$ cat config.mk
export PLATFORM = sky130hd
export DESIGN_NAME = lhist_bpred
export DESIGN_NICKNAME = d
export VERILOG_FILES = /design/src/rtl/bpred_pkg.sv /design/src/rtl/bpred_ctrl.sv /design/src/rtl/bpred_data.sv /design/src/rtl/lhist_bpred.sv
export SDC_FILE = /design/constraint.sdc
export NUM_CORES = 1
export LEC_CHECK = 0
export BUFFER_PORTS_ARGS = -buffer_cell sky130_fd_sc_hd__buf_2
export CELL_PAD_IN_SITES_DETAIL_PLACEMENT = 0
export CELL_PAD_IN_SITES_GLOBAL_PLACEMENT = 1
export CORE_ASPECT_RATIO = 0.5
export CORE_MARGIN = 3
export CORE_UTILIZATION = 60
export CTS_BUF_LIST = sky130_fd_sc_hd__clkbuf_2 sky130_fd_sc_hd__clkbuf_4 sky130_fd_sc_hd__clkbuf_8
export CTS_CLUSTER_DIAMETER = 120
export DETAILED_ROUTE_END_ITERATION = 8
export GPL_TIMING_DRIVEN = 0
export PLACE_DENSITY_LB_ADDON = 0.1
export SYNTH_ARGS = -nofsm -noshare
export SYNTH_HDL_FRONTEND = slang
export SYNTH_HIERARCHICAL = 1
export SYNTH_SLANG_ARGS = --single-unit
$ cat constraint.sdc
create_clock -name clk -period 8.4 [get_ports clk]
set_clock_uncertainty 0.05 [all_clocks]
set_input_delay 1.68 -clock clk [delete_from_list [all_inputs] [get_ports clk]]
set_output_delay 1.68 -clock clk [all_outputs]
set_load 0.02 [all_outputs]
$ cat src/rtl/bpred_pkg.sv
package bpred_pkg;

  typedef enum logic [1:0] {
    CTR_SNT = 2'b00,
    CTR_WNT = 2'b01,
    CTR_WT  = 2'b10,
    CTR_ST  = 2'b11
  } ctr_e;

  // strobes from control to datapath
  typedef struct packed {
    logic alloc;    // install a fresh entry
    logic train;    // train the hitting entry
    logic loadTgt;  // overwrite stored target
    logic outcome;  // resolved direction
  } strobe_t;

  function automatic ctr_e ctrStep(input ctr_e cur, input logic taken);
    ctr_e nxt;
    nxt = cur;
    if (taken) begin
      if (cur != CTR_ST) nxt = ctr_e'(cur + 2'd1);
    end else begin
      if (cur != CTR_SNT) nxt = ctr_e'(cur - 2'd1);
    end
    return nxt;
  endfunction

  function automatic logic ctrSaysTaken(input ctr_e cur);
    return cur[1];
  endfunction

endpackage

$ cat src/rtl/bpred_ctrl.sv
module bpred_ctrl
  import bpred_pkg::*;
(
  input  logic    updValid,
  input  logic    updHit,
  input  logic    updTaken,
  output strobe_t stb
);

  always_comb begin
    stb         = '0;
    stb.outcome = updTaken;
    if (updValid) begin
      if (updHit) begin
        stb.train   = 1'b1;
        stb.loadTgt = updTaken;
      end else begin
        stb.alloc = 1'b1;
      end
    end
  end

endmodule

$ cat src/rtl/bpred_data.sv
module bpred_data
  import bpred_pkg::*;
#(
  parameter int ENTRIES = 8,
  parameter int ADDR_W  = 32,
  parameter int HIST_W  = 4,
  parameter int ALIGN   = 2
) (
  input  logic              clk,
  input  logic              rstN,
  input  logic [ADDR_W-1:0] lkAddr,
  output logic              lkHit,
  output logic              lkTaken,
  output logic [ADDR_W-1:0] lkTarget,
  input  logic [ADDR_W-1:0] updAddr,
  input  logic [ADDR_W-1:0] updTarget,
  input  strobe_t           stb,
  output logic              updHit
);

  localparam int IDX_W = (ENTRIES > 1) ? $clog2(ENTRIES) : 1;
  localparam int TAG_W = ADDR_W - IDX_W - ALIGN;
  localparam int NCTR  = 1 << HIST_W;

  logic [ENTRIES-1:0] validQ;
  logic [TAG_W-1:0]   tagMem  [ENTRIES];
  logic [ADDR_W-1:0]  tgtMem  [ENTRIES];
  logic [HIST_W-1:0]  histMem [ENTRIES];
  ctr_e               ctrMem  [ENTRIES][NCTR];

  logic [IDX_W-1:0] lkIdx, uIdx;
  logic [TAG_W-1:0] lkTag, uTag;

  assign lkIdx = lkAddr[ALIGN +: IDX_W];
  assign lkTag = lkAddr[ADDR_W-1 -: TAG_W];
  assign uIdx  = updAddr[ALIGN +: IDX_W];
  assign uTag  = updAddr[ADDR_W-1 -: TAG_W];

  // lookup path, reads current (pre-write) state
  always_comb begin
    lkHit    = validQ[lkIdx] && (tagMem[lkIdx] == lkTag);
    lkTaken  = lkHit && ctrSaysTaken(ctrMem[lkIdx][histMem[lkIdx]]);
    lkTarget = lkHit ? tgtMem[lkIdx] : '0;
  end

  assign updHit = validQ[uIdx] && (tagMem[uIdx] == uTag);

  // per-entry storage
  for (genvar e = 0; e < ENTRIES; e++) begin : g_entry
    logic sel;
    assign sel = (uIdx == IDX_W'(e));

    always_ff @(posedge clk or negedge rstN) begin
      if (!rstN)                validQ[e] <= 1'b0;
      else if (stb.alloc && sel) validQ[e] <= 1'b1;
    end

    always_ff @(posedge clk) begin
      if (sel && stb.alloc) begin
        tagMem[e]  <= uTag;
        tgtMem[e]  <= updTarget;
        histMem[e] <= '0;
        for (int c = 0; c < NCTR; c++) ctrMem[e][c] <= CTR_WNT;
      end else if (sel && stb.train) begin
        ctrMem[e][histMem[e]] <= ctrStep(ctrMem[e][histMem[e]], stb.outcome);
        histMem[e] <= (histMem[e] << 1) | HIST_W'(stb.outcome);
        if (stb.loadTgt) tgtMem[e] <= updTarget;
      end
    end
  end

endmodule

$ cat src/rtl/lhist_bpred.sv
module lhist_bpred
  import bpred_pkg::*;
#(
  parameter int ENTRIES = 8,
  parameter int ADDR_W  = 32,
  parameter int HIST_W  = 4,
  parameter int ALIGN   = 2
) (
  input  logic              clk,
  input  logic              rstN,
  input  logic [ADDR_W-1:0] lkAddr,
  output logic              lkHit,
  output logic              lkTaken,
  output logic [ADDR_W-1:0] lkTarget,
  input  logic              updValid,
  input  logic [ADDR_W-1:0] updAddr,
  input  logic              updTaken,
  input  logic [ADDR_W-1:0] updTarget
);

  strobe_t stb;
  logic    updHit;

  bpred_ctrl u_ctrl (
    .updValid (updValid),
    .updHit   (updHit),
    .updTaken (updTaken),
    .stb      (stb)
  );

  bpred_data #(
    .ENTRIES (ENTRIES),
    .ADDR_W  (ADDR_W),
    .HIST_W  (HIST_W),
    .ALIGN   (ALIGN)
  ) u_data (
    .clk       (clk),
    .rstN      (rstN),
    .lkAddr    (lkAddr),
    .lkHit     (lkHit),
    .lkTaken   (lkTaken),
    .lkTarget  (lkTarget),
    .updAddr   (updAddr),
    .updTarget (updTarget),
    .stb       (stb),
    .updHit    (updHit)
  );

endmodule

==> key figures <==
Placement
  • Post-DP Area: 37,560 sq um
  • Post-DP HPWL: 60,870 microns
  • Pre-CTS WS: -0.4662 ns
  • Global placement routability congestion: 0.9182
  • PortBufs: 125

Power
  • Leak: 13.27 nW
  • Pwr/cell area: 192.9 nW/um^2
  • VDD IR max: 0.1461 mV

STA
  • Worst Hold Slack: 0.4399 ns
  • Worst-margin pin slew: 1.168 ns
  • Final TNS setup: 0 ns
  • Slew HR: 21.98%
  • Slew Limit Fails: 0
  • Final worst slack: 0.3729 ns
  • Final period util: 95.56%
  • Peak Freq: 124.6 MHz
  • Finish-stage setup viols: 0
  • Hold Vio Cnt, Final: 0
  • RSZ-0062 raised after global routing: no
  • Tmin final: 8.027 ns

Cells and area
  • Filler cells: 3,965
  • Post-layout net count: 2,535
  • Share of cells above drive strength 1: 26.26%
  • Commonest non-fill, non-tap cells in the layout: 760 x edfxtp_1, 287 x mux4_2, 236 x nand2_1, 180 x nor2_1, 154 x buf_2
  • Layout Cell Area excl Fill: 39,600 sq um
  • P&R area growth vs syn: 10.83%
  • Most common cell after layout, fill and taps aside: edfxtp_1

Route
  • DRC violations left: 0
  • Post-DRT Antenna Nets: 0
  • Via density: 6.442
  • Initial DRC Count: 2,411
  • DRT Pass-1 Iters: 6
  • Drt wl/cell: 27.10 microns
  • DR vias: 21,143
  • WL final: 88,950 microns

Min path
  • Worst Hold Class: flop to flop
  • Hold path cells: 1

Synthesis
  • Cell count after synthesis: 2,195
  • Mapped Nets: 2,295
  • Post-synthesis async set-or-reset flop share: 1.042%
  • Post-synthesis sequential area ratio: 64.44%
  • Synth area leader: edfxtp_1
  • Top cells by area, synth: edfxtp_1 64%, mux4_2 18%, mux2i_1 3.0%, nand2_1 2.5%, nor2_1 1.9%
  • Yosys warnings: 6
  • Dominant synthesized flop cell: edfxtp_1
  • Cell variety after synth: 46
  • Avg Cell Area, Syn: 16.28 sq um
  • Post-synth EDFFs: 760
  • Synthesized area: 35,730 sq um
  • Top cell type's share of synthesized area: 63.88%
  • Flops & latches, synth: 768

Clock network
  • Hold Buf Count CTS: 0
  • Skew-Pair Late Insertion Delay: 0.70 ns
  • Root Buffer: clkbuf_8
  • CTS tree: done
  • Clock-pin slew on the worst setup and hold paths: 0.07 ns
  • Clk sinks: 768
  • H-tree Lvls: 3
  • Max Root-Sink Buffers: 3
  • Num CTS Buffers: 102

Setup path
  • Crit path arrival time: 8.37 ns
  • Worst R2R Start: u_data/tagMem[7][10]
  • Critical path peak fanout: 10
  • Crit path from: updAddr[3]
  • Worst reg-to-reg path cell count: 14
  • Critical path endpoint category: flop
  • Critical R2R Capture: u_data/ctrMem[0][5]
  • Flop-to-flop setup slack: 2.58 ns
  • CP startpoint kind: input pin
  • Setup CP Type: input pin to flop
  • Crit path capture: u_data/ctrMem[0][5]
  • WP data required: 8.74 ns

Floorplanning
  • Effective utilization at floorplan: 61.49%
  • Die area: 62,690 sq um
  • Io pins: 134
  • Rows: 62
  • Die W: 351.1 microns
  • Core Box Area: 58,100 sq um
  • Die Ht: 178.6 microns

GRT
  • Largest net degree at the start of global routing: 29
  • First-pass GRT wire length: 130,300 microns
  • Vias in the first global route: 20,859
  • Total global routing overflow: 0
  • Initial antenna violation count: 4
  • Tot GR Track Use: 28.83%

Flow run
  • Max-cap violation count: 0

Run status
  • Status: completed
==> metal layers <==
metal	routed length (microns)	track usage, %
met5	34	0
met4	2207	8.339
met3	9129	7.478
met2	41840	45.61
met1	35730	40.25
==> kinds of logic after synthesis <==
logic type               after synthesis  share of synthesized area (%)
flip-flops                           768                          64.44
AND/OR/NAND/NOR                      717                          9.172
multiplexers                         410                          21.60
buffers and inverters                184                          2.238
XOR/XNOR                              55                          1.348
AO/OA/AOI/OAI                         45                         0.7600
adder cells (fa/ha/maj)               16                         0.4482
==> layout make-up <==
type	instances	area [sq um]	share of cell area, %
flip-flops and latches	768	23020	58.14
multi-input cells	1243	11920	30.11
clock buffers	142	1729	4.367
well taps	768	960.9	2.427
repair buffers	136	860.8	2.174
plain buffers	163	720.7	1.820
clock inverters	40	300.3	0.7584
inverters	21	78.83	0.1991
diodes	1	2.502	0.006320
==> where the power goes <==
part / internal (mW) / switching, mW / total [mW]
sequential: 4.25 / 0.0288 / 4.28
clock: 1.46 / 1.38 / 2.83
combinational: 0.225 / 0.302 / 0.527
total: 5.93 / 1.71 / 7.64
==> worst max-delay path, stage by stage <==
cell	delay (ns)
buf_2	0.16
clkbuf_1	0.59
clkbuf_1	0.75
clkbuf_1	0.57
mux4_2	0.40
mux2i_1	0.20
xor2_1	0.23
nand4_1	0.12
nor4_1	0.80
and2b_2	0.30
clkbuf_1	0.20
nor3b_2	0.54
clkbuf_1	0.40
nand2_1	0.17
nor3b_1	0.82
nand3_1	0.25
nand2_1	0.16
==> state kept, by name (all words and copies together), names as in the netlist <==
name	flops
u_data/ctrMem	256
u_data/tgtMem	256
u_data/histMem	32
u_data/validQ	8
u_data/tagMem	216
==> synth_stat cells, types with 2 or more instances <==
cell type    n
inv_1       21
nor2b_1     30
xnor2_1     45
o21ai_0     25
mux2i_1    108
mux2_2      14
edfxtp_1   760
and3_1      17
nand4_1     17
dfrtp_1      8
o21a_1       8
clkbuf_1   100
nand3_1    127
buf_6        5
nor3_1      25
a22oi_1      4
buf_4        5
buf_1       23
nor3b_1     10
xor2_1      10
and2_1       9
mux4_2     287
a21oi_1      2
buf_2       29
nor4_1      10
nor2_1     180
nand2_1    236
nand2b_1    47
maj3_1      16
==> per-stage QoR <==
| stage | cells | total power, mW | utilization [%] |
|---|---|---|---|
| floorplan | 2195 | 4.693 | - |
| global placement | 3088 | 4.876 | 64.22 |
| detailed placement | 3099 | 4.887 | 64.64 |
| CTS | 3281 | 7.692 | 68.14 |
| global route | 3282 | 7.899 | 68.15 |
| finish | 3282 | 7.638 | 68.15 |
==> worst min path at each step <==
stage	startpoint	to	slack (ns)
final	u_data/validQ[7]	u_data/validQ[7]	0.44
after global routing	u_data/validQ[6]	u_data/validQ[6]	0.46
after CTS	u_data/validQ[6]	u_data/validQ[6]	0.44
after detailed placement	u_data/validQ[6]	u_data/validQ[6]	0.42
after global placement	u_data/validQ[6]	u_data/validQ[6]	0.41
after floorplan	u_data/validQ[2]	u_data/validQ[2]	0.40
==> repair_timing <==
action,4_1_cts,5_1_grt
resized for setup,0,1
setup buffers,0,0
endpoints found under the setup margin,0,31
No activity file was read; power rests on OpenSTA's default activity.
